==> config.mk <==
export PLATFORM = sky130hd
export DESIGN_NAME = ramp_adc_sequencer
export DESIGN_NICKNAME = d
export VERILOG_FILES = /design/src/rtl/ramp_seq_pkg.sv /design/src/rtl/rseq_stop_sync.sv /design/src/rtl/rseq_phase_timer.sv /design/src/rtl/rseq_ramp_counter.sv /design/src/rtl/ramp_adc_sequencer.sv
export SDC_FILE = /design/constraint.sdc
export NUM_CORES = 1
export LEC_CHECK = 0
export ABC_AREA = 1
export BUFFER_PORTS_ARGS = -buffer_cell sky130_fd_sc_hd__buf_2
export CORE_MARGIN = 5
export CORE_UTILIZATION = 45
export DETAILED_ROUTE_END_ITERATION = 8
export PLACE_DENSITY = 0.69
export SYNTH_ARGS = -nofsm -noshare
export SYNTH_HDL_FRONTEND = slang
export SYNTH_SLANG_ARGS = --single-unit
export TNS_END_PERCENT = 5
==> constraint.sdc <==
create_clock -name clk -period 1.8 [get_ports clk]
set_input_delay 0.18 -clock clk [delete_from_list [all_inputs] [get_ports clk]]
set_output_delay 0.18 -clock clk [all_outputs]
set_load 0.05 [all_outputs]
==> src/rtl/ramp_seq_pkg.sv <==
package ramp_seq_pkg;

    localparam int ADDR_W = 3;
    localparam logic [ADDR_W-1:0] SEL_GROUND = 3'b000;
    localparam logic [ADDR_W-1:0] SEL_REF    = 3'b111;

    typedef enum logic [1:0] {
        PH_IDLE   = 2'd0,
        PH_SETTLE = 2'd1,
        PH_ACQ    = 2'd2,
        PH_RAMP   = 2'd3
    } seq_phase_e;

    typedef struct packed {
        logic finish;
        logic overflow;
    } end_cause_t;

    // Stop edge wins over the limit when both arrive together.
    function automatic end_cause_t decide_end(input logic stop_edge, input logic at_limit);
        end_cause_t r;
        r.finish   = stop_edge | at_limit;
        r.overflow = at_limit & ~stop_edge;
        return r;
    endfunction

    function automatic logic is_prep(input seq_phase_e p);
        return (p == PH_SETTLE) || (p == PH_ACQ);
    endfunction

endpackage

==> src/rtl/rseq_stop_sync.sv <==
module rseq_stop_sync #(
    parameter int STAGES = 2
) (
    input  logic clk,
    input  logic rst,
    input  logic stop_n_i,
    output logic fall_o
);
    localparam int N = (STAGES < 2) ? 2 : STAGES;

    logic [N-1:0] chain_q;
    logic         last_q;

    genvar g;
    generate
        for (g = 0; g < N; g++) begin : g_stage
            if (g == 0) begin : g_first
                always_ff @(posedge clk) begin
                    if (rst) chain_q[g] <= 1'b1;
                    else     chain_q[g] <= stop_n_i;
                end
            end else begin : g_next
                always_ff @(posedge clk) begin
                    if (rst) chain_q[g] <= 1'b1;
                    else     chain_q[g] <= chain_q[g-1];
                end
            end
        end
    endgenerate

    always_ff @(posedge clk) begin
        if (rst) last_q <= 1'b1;
        else     last_q <= chain_q[N-1];
    end

    assign fall_o = last_q & ~chain_q[N-1];

    AST_FALL_SINGLE: assert property (@(posedge clk) disable iff (rst)
        fall_o |=> !fall_o);

endmodule

==> src/rtl/rseq_phase_timer.sv <==
module rseq_phase_timer #(
    parameter int W = 12
) (
    input  logic         clk,
    input  logic         rst,
    input  logic         load_i,
    input  logic [W-1:0] load_val_i,
    output logic         expired_o
);
    logic [W-1:0] left_q;

    always_ff @(posedge clk) begin
        if (rst)                 left_q <= '0;
        else if (load_i)         left_q <= load_val_i;
        else if (left_q != '0)   left_q <= left_q - W'(1);
    end

    assign expired_o = (left_q == '0);

    AST_TMR_STEP: assert property (@(posedge clk) disable iff (rst)
        (!load_i && !expired_o) |=> (left_q == $past(left_q) - W'(1)));

endmodule

==> src/rtl/rseq_ramp_counter.sv <==
module rseq_ramp_counter #(
    parameter int W = 16
) (
    input  logic         clk,
    input  logic         rst,
    input  logic         clear_i,
    input  logic         run_i,
    input  logic [W-1:0] limit_i,
    output logic [W-1:0] value_o,
    output logic         at_limit_o
);
    logic [W-1:0] val_q;

    always_ff @(posedge clk) begin
        if (rst)                        val_q <= '0;
        else if (clear_i)               val_q <= '0;
        else if (run_i && !at_limit_o)  val_q <= val_q + W'(1);
    end

    assign value_o    = val_q;
    assign at_limit_o = (val_q == limit_i);

    AST_NO_WRAP: assert property (@(posedge clk) disable iff (rst)
        (run_i && !clear_i && at_limit_o) |=> $stable(val_q));

endmodule

==> src/rtl/ramp_adc_sequencer.sv <==
module ramp_adc_sequencer
    import ramp_seq_pkg::*;
#(
    parameter int CNT_W       = 16,
    parameter int CFG_W       = 12,
    parameter int SYNC_STAGES = 2
) (
    input  logic              clk,
    input  logic              rst,
    input  logic              start_i,
    input  logic [2:0]        chan_i,
    input  logic [CFG_W-1:0]  settle_cyc_i,
    input  logic [CFG_W-1:0]  acq_cyc_i,
    input  logic [CNT_W-1:0]  timeout_i,
    input  logic              ramp_stop_n_i,
    output logic [2:0]        addr_o,
    output logic              ramp_start_o,
    output logic              done_o,
    output logic [CNT_W-1:0]  count_o,
    output logic              ovf_o
);
    seq_phase_e       phase_q;
    logic             stop_fall;
    logic             tmr_load, tmr_exp;
    logic [CFG_W-1:0] tmr_val;
    logic             cnt_clear, cnt_run, cnt_at_lim;
    logic [CNT_W-1:0] cnt_val;
    end_cause_t       cause;
    logic             accept;

    rseq_stop_sync #(.STAGES(SYNC_STAGES)) u_sync (
        .clk      (clk),
        .rst      (rst),
        .stop_n_i (ramp_stop_n_i),
        .fall_o   (stop_fall)
    );

    assign accept   = (phase_q == PH_IDLE) && start_i;
    assign tmr_load = accept || ((phase_q == PH_SETTLE) && tmr_exp);
    assign tmr_val  = (phase_q == PH_IDLE) ? settle_cyc_i : acq_cyc_i;

    rseq_phase_timer #(.W(CFG_W)) u_tmr (
        .clk        (clk),
        .rst        (rst),
        .load_i     (tmr_load),
        .load_val_i (tmr_val),
        .expired_o  (tmr_exp)
    );

    assign cnt_clear = (phase_q == PH_ACQ) && tmr_exp;
    assign cnt_run   = (phase_q == PH_RAMP);

    rseq_ramp_counter #(.W(CNT_W)) u_cnt (
        .clk        (clk),
        .rst        (rst),
        .clear_i    (cnt_clear),
        .run_i      (cnt_run),
        .limit_i    (timeout_i),
        .value_o    (cnt_val),
        .at_limit_o (cnt_at_lim)
    );

    assign cause = decide_end(stop_fall, cnt_at_lim);

    always_ff @(posedge clk) begin
        if (rst) begin
            phase_q      <= PH_IDLE;
            addr_o       <= SEL_GROUND;
            ramp_start_o <= 1'b0;
            done_o       <= 1'b0;
            count_o      <= '0;
            ovf_o        <= 1'b0;
        end else begin
            done_o <= 1'b0;
            unique case (phase_q)
                PH_IDLE: begin
                    if (start_i) begin
                        addr_o  <= chan_i;
                        phase_q <= PH_SETTLE;
                    end
                end
                PH_SETTLE: begin
                    if (tmr_exp) phase_q <= PH_ACQ;
                end
                PH_ACQ: begin
                    if (tmr_exp) begin
                        phase_q      <= PH_RAMP;
                        ramp_start_o <= 1'b1;
                    end
                end
                PH_RAMP: begin
                    if (cause.finish) begin
                        phase_q      <= PH_IDLE;
                        ramp_start_o <= 1'b0;
                        done_o       <= 1'b1;
                        count_o      <= cnt_val;
                        ovf_o        <= cause.overflow;
                    end
                end
                default: phase_q <= PH_IDLE;
            endcase
        end
    end

    AST_ADDR_HOLD: assert property (@(posedge clk) disable iff (rst)
        !accept |=> $stable(addr_o));
    AST_PREP_LOW: assert property (@(posedge clk) disable iff (rst)
        is_prep(phase_q) |-> !ramp_start_o);
    AST_DONE_SINGLE: assert property (@(posedge clk) disable iff (rst)
        done_o |=> !done_o);
    AST_FALL_WITH_DONE: assert property (@(posedge clk) disable iff (rst)
        $fell(ramp_start_o) |-> done_o);
    AST_RESULT_HOLD: assert property (@(posedge clk) disable iff (rst)
        !done_o |-> ($stable(count_o) && $stable(ovf_o)));
    AST_OVF_AT_LIMIT: assert property (@(posedge clk) disable iff (rst)
        (done_o && ovf_o) |-> (count_o == timeout_i));
    AST_COUNT_FLOOR: assert property (@(posedge clk) disable iff (rst)
        (done_o && !ovf_o && timeout_i >= CNT_W'(2)) |-> (count_o >= CNT_W'(2)));

endmodule

# Word-level counts from Yosys, hierarchy flattened
# Index checks and enable logic that the tools add are counted.
# W data, S select, Z words.
[word_totals] input_bits=47 mem_count=0 rom_bits=0 latchBits=0 wordCells=56 ff_bits=55 ram_bits=0
[op_classes] n_mux=12 reduce_logical=17 addsub=2 bitwise_logic=6 n_div=0 n_shift=0 multipliers=0 n_lt_le_gt_ge=0 eq_ne=8
[ops] cell="$mux W12" count=3
[ops] cell="$add A16 B1 Y16 const B" count=1
[ops] cell="$eq A16 B16 Y1" count=1
[ops] cell="$logic_not A12 Y1" count=1
[ops] cell="$reduce_bool A12 Y1" count=1
[ops] cell="$sub A12 B1 Y12 const B" count=1
[ops] cell="$mux W2" count=4
[ops] cell="$ne A2 B2 Y1 const B" count=4
[ops] cell="$pmux W2 S4" count=1
[ops] cell="$eq A2 B2 Y1 const B" count=2
[ops] cell="$logic_and A1 B1 Y1" count=4
[ops] cell="$reduce_and A2 Y1" count=2
[ops] cell="$reduce_and A4 Y1" count=1
[ops] cell="$reduce_bool A2 Y1" count=2
[ops] cell="$reduce_or A2 Y1" count=2
[ops] cell="$mux W1" count=3
[ops] cell="$not A1 Y1" count=3
[ops] cell="$reduce_and A3 Y1" count=1
[ops] cell="$and A1 B1 Y1" count=2
[ops] cell="$eq A2 B1 Y1 const B" count=1
[ops] cell="$logic_not A2 Y1" count=1
[ops] cell="$pmux W1 S2" count=1
[ops] cell="$logic_not A1 Y1" count=1
[ops] cell="$logic_or A1 B1 Y1" count=1
[ops] cell="$or A1 B1 Y1" count=1

# Longest topological paths before layout
[logic_depth] ltp_word=5 depth_mapped=13 depth_no_buf=12

# Hierarchy
# A second synthesis with hierarchy kept.
[hier_totals] cells_unflattened=517 area_unflattened_um2=3400.8
[by_module_without_submodules] module="ramp_adc_sequencer" n_inst=1 area_per_inst_um2=1260.0 cells_per_inst=143
[by_module_without_submodules] module="rseq_ramp_counter" n_inst=1 area_per_inst_um2=1187.4 cells_per_inst=222
[by_module_without_submodules] module="rseq_phase_timer" n_inst=1 area_per_inst_um2=859.6 cells_per_inst=140
[by_module_without_submodules] module="rseq_stop_sync" n_inst=1 area_per_inst_um2=93.8 cells_per_inst=12

# Least setup slack after synthesis
# Ideal clock, no wire load.
[synth_path] kind="register to register" from="register phase_q[0]" to="register count_o[0]" required_ps=1689 path_slack_ps=263 arrival_time_ps=1426 stages_incl_launch_ff=7 period_less_slack_ps=1537 setup_ps=111 path_cell_list="dfxtp_1 ha_1 clkbuf_1 clkbuf_1 nand3_1 nand2_1 nor2_2"
[synth_via] elab_chain_cells=2
[synth_lines] item="from (decl)" line_no="ramp_adc_sequencer.sv:22" text="seq_phase_e phase_q;"
[synth_lines] item="from (signal assigned)" line_no="ramp_adc_sequencer.sv:67" text="phase_q <= PH_IDLE;"
[synth_lines] item="from (signal assigned)" line_no="ramp_adc_sequencer.sv:79" text="phase_q <= PH_SETTLE;"
[synth_lines] item="from (signal assigned)" line_no="ramp_adc_sequencer.sv:83" text="if (tmr_exp) phase_q <= PH_ACQ;"
[synth_lines] item="$eq A2 B2 Y1" line_no="ramp_adc_sequencer.sv:75" text="unique case (phase_q)"
[synth_lines] item="$reduce_and A2 Y1 (no line)"
[synth_lines] item="to (signal assigned)" line_no="ramp_adc_sequencer.sv:96" text="count_o <= cnt_val;"
[synth_lines] item="to (decl)" line_no="ramp_adc_sequencer.sv:19" text="output logic [CNT_W-1:0] count_o,"
# No other way between the ends.
# A chain may end at the register's enable or synchronous reset.

# Final worst setup path
[layout_path] from="register u_cnt.val_q[9], in the netlist u_cnt.value_o[9]" to="register count_o[10]"
[layout_via] elab_chain_cells=3
[layout_lines] item="from (decl)" line_no="rseq_ramp_counter.sv:12" text="logic [W-1:0] val_q;"
[layout_lines] item="from (signal assigned)" line_no="rseq_ramp_counter.sv:17" text="else if (run_i && !at_limit_o) val_q <= val_q + W'(1);"
[layout_lines] item="$eq A16 B16 Y1" line_no="rseq_ramp_counter.sv:21" text="assign at_limit_o = (val_q == limit_i);"
[layout_lines] item="$or A1 B1 Y1" line_no="ramp_seq_pkg.sv:22" text="r.finish = stop_edge | at_limit;"
[layout_lines] item="$reduce_and A2 Y1 (no line)"
# No other way between the ends.

==> results.toml <==
[routing]
detail_route_antenna_nets = 0
first_iter_violations = 138
post_drt_via_cell_ratio = 4.71
routed_wl_um = 8160
wire_per_inst_um = 11.9
route.detailed.drc = 0
via_count = 3233
dr.pass1.iters = 4

[floorplan]
top_level_ports = 69
die_h_um = 95.1
core_area_um2 = 7140
row_count = 31
die-width_um = 95.1
starting_density_of_the_core = 0.456
floorplan.die_area_um2 = 9040

[global_routing]
overall_routing_resource_usage = 0.184
number_of_global_route_vias_before_repair = 3045
initial_antenna_violation_count = 0
grt_start_max_net_pins = 26
grt-ovfl-total = 0
grt_first_pass_wirelength_um = 13400

[placement]
dp_hpwl_um = 6360
dpl_cell_area_um2 = 3760
numPortBuffers = 68
gp_congestion = 0.879

[timing]
timing_hold_violations_final = 0
fmax_mhz = 584
clock-skew-final_ps = 12.3
timing.final.max_slew_violations = 0
tightestPinTransition_ps = 322
layout_min_cycle_time_ps = 1710
grt_setup_unrepaired = "yes"
maxSlewHeadroom = 0.785
setup_viol_count_final = 0
post-route-period-util = 0.951

[cts]
clk_pin_slew_worst_paths_ps = 110
cts_inserted_buffers = 5
cts.sinks = 55
cts.hold.buffers_added = 0
tritoncts = "yes"
cts_root_buf = "clkbuf_8"
clk-insertion-delay-late_ps = 310
cts.htree.levels = 2
cts.path.max_buffers = 2

[min_path]
timing.hold.worst_endpoint = "u_sync.chain_q[0]"
min_path_type = "in2reg"
timing.hold.worst.start = "ramp_stop_n_i"
holdPathStages = 2

[synthesis]
ys.warnings.count = 0
synth_top_area_frac = 0.338
synth_ff_type = "dfxtp_1"
post_synth_main_area_contributors = "dfxtp_1 (34%), nand2_1 (18%), nor2_1 (6.6%), nand3_1 (5.5%), inv_1 (5.5%)"
synth.net_count = 554
most_repeated_cell_in_the_gate_level_netlist_after_synthesis = "nand2_1"
synth_cells = 500
synth_area_per_cell_um2 = 6.51
synth_area_leader_cell = "dfxtp_1"
post_synth_instance_area_um2 = 3260
synth-async-reset-ratio = 0
post_synth_most_frequent_cells = "nand2_1 (155), nor2_1 (57), dfxtp_1 (55), inv_1 (48), nand3_1 (36)"
synth_sequential_area_ratio = 0.338
synth_cell_types = 33
synth_enable_flop_cells = 0
count_of_state_elements_after_synthesis = 55

[worst_setup_path]
critical-path-top-delay-family = "simple AND/OR/NAND/NOR gates"
cp_max_fo = 15
critPathSlowestCell = "dfxtp_1"
cpMostUsedCell = "nand2_1"
cp-start-kind = "register"
critPathMaxStageDelay_ps = 450
rr_endpoint = "count_o[10]"
buf_inv_on_cp = 2
crit_path_class = "reg2reg"
critical_path.reg2reg.startpoint = "u_cnt.value_o[9]"
timing.reg2reg.setup_slack_ps = 90
critical_path_at_ps = 1930
crit_path_end_kind = "register"
worst-endpoint-required_ps = 2020
ff2ff_path_depth = 12
cp_cell_sequence = "inv_2, nand2_1, nand2_1, nor2_1, nand2_1, nor2_2, nand2_4, nand2_8, buf_4, nand3_1, nand2_1, nor2_1"

[cells_and_area]
finish.instance_area_um2 = 3960
antennaDiodeCount = 0
final_net_count = 640
fill_cells = 761
postLayoutCoreUtil = 0.555
final_layout_size_suffix_gt1_frac = 0.261
syn_to_final_growth_pct = 21.6

[power_and_ir_drop]
power_density_nw_per_um2 = 1040
leakagePower_nw = 1.90
vdd_drop_max_mv = 0.845

[outcome]
outcome = "completed"

[flow_run]
max-cap-violations = 0
-- metrics by stage --
| step | worst slack (ps) | hold WS [ps] | setup TNS (ps) | power (mW) | std cells |
|---|---|---|---|---|---|
| floorplan | 263 | 284 | 0 | 2.83 | 500 |
| global placement | 94.3 | 363 | 0 | 3.29 | 669 |
| detailed placement | 71.4 | 366 | 0 | 3.32 | 669 |
| CTS | 45.0 | 33.3 | 0 | 4.04 | 677 |
| global route | -7.73 | 38.5 | -18.5 | 4.45 | 686 |
| finish | 88.9 | 45.5 | 0 | 4.10 | 686 |
-- power by group --
group	internal (mW)	switching [mW]	leakage (nW)
registers	1.38	0.120	0.449
clock network	0.283	0.425	0.0489
logic	0.753	1.15	1.40
-- cells in the final DEF (no fill, tap or decap), types with 2 or more instances in the layout --
| cell type | synthesis | final |
|---|---|---|
| nand3b_1 | 2 | 2 |
| nor3_1 | 11 | 11 |
| ha_1 | 7 | 7 |
| nor2_2 | 22 | 25 |
| or2_2 | 5 | 5 |
| nand2_2 | 1 | 2 |
| clkbuf_8 | 0 | 5 |
| xor2_1 | 20 | 20 |
| buf_12 | 1 | 2 |
| inv_2 | 10 | 11 |
| nor2_1 | 57 | 54 |
| o211ai_1 | 3 | 3 |
| buf_4 | 2 | 22 |
| o21ai_0 | 10 | 10 |
| nand4_1 | 3 | 3 |
| dfxtp_1 | 55 | 53 |
| inv_6 | 0 | 2 |
| nand2_4 | 3 | 3 |
| nand2_1 | 155 | 154 |
| a31oi_1 | 2 | 2 |
| nand3_1 | 36 | 36 |
| dfxtp_2 | 0 | 2 |
| inv_1 | 48 | 47 |
| buf_2 | 2 | 68 |
| a21oi_1 | 29 | 29 |
-- sequential cells by signal (all words and copies together), names as in the netlist --
signal / count
u_sync.chain_q: 2
u_cnt.value_o: 16
addr_o: 3
ramp_start_o: 1
u_sync.last_q: 1
phase_q: 2
ovf_o: 1
done_o: 1
u_tmr.left_q: 12
count_o: 16
-- layer usage --
metal / up-vias / GRT usage / wire length, um
met5: - / 0 / 0
met4: 0 / 0.0481 / 136
met3: 11 / 0.0379 / 473
met2: 89 / 0.335 / 3900
met1: 1410 / 0.218 / 3650
li1: 1723 / - / -
-- repair_timing --
action                                  4_1_cts  5_1_grt
endpoints found under the setup margin        0       46
setup buffers                                 0        9
gates resized for setup                       0       10
endpoints found under the hold margin         0        0
-- worst max path at each step --
stage / start / end / slack [ps] / depth (start not counted)
after floorplan: phase_q[0] / count_o[0] / 260 / 6
after global placement: u_cnt.value_o[12] / count_o[7] / 90 / 12
after detailed placement: u_cnt.value_o[12] / count_o[8] / 70 / 12
after CTS: u_cnt.value_o[12] / count_o[8] / 40 / 12
after global routing: u_cnt.value_o[9] / u_cnt.value_o[4] / -8 / 11
final: u_cnt.value_o[9] / count_o[10] / 90 / 12
-- cell type report --
type	instances	area (um^2)	area share
Multi-Input combinational cell	373	1860	0.470
Timing Repair Buffer	92	546	0.138
Clock inverter	3	22.5	0.00569
Clock buffer	5	68.8	0.0174
Sequential cell	55	1100	0.279
Tap cell	99	124	0.0313
Inverter	59	234	0.0591
-- kinds of logic (layout without fill, tap and decap cells) --
kind of cell               after synthesis  count (layout)  synth area share
buffers and inverters                   72             159            0.0949
adders and majority gates                7               7            0.0269
DFF                                     55              55             0.338
muxes                                    1               1           0.00307
and+or+nand+nor                        297             297             0.401
AOI/OAI and AO/OA                       47              47            0.0796
xor gates and xnor gates                21              21            0.0565
No activity file was read; power rests on OpenSTA's default activity.
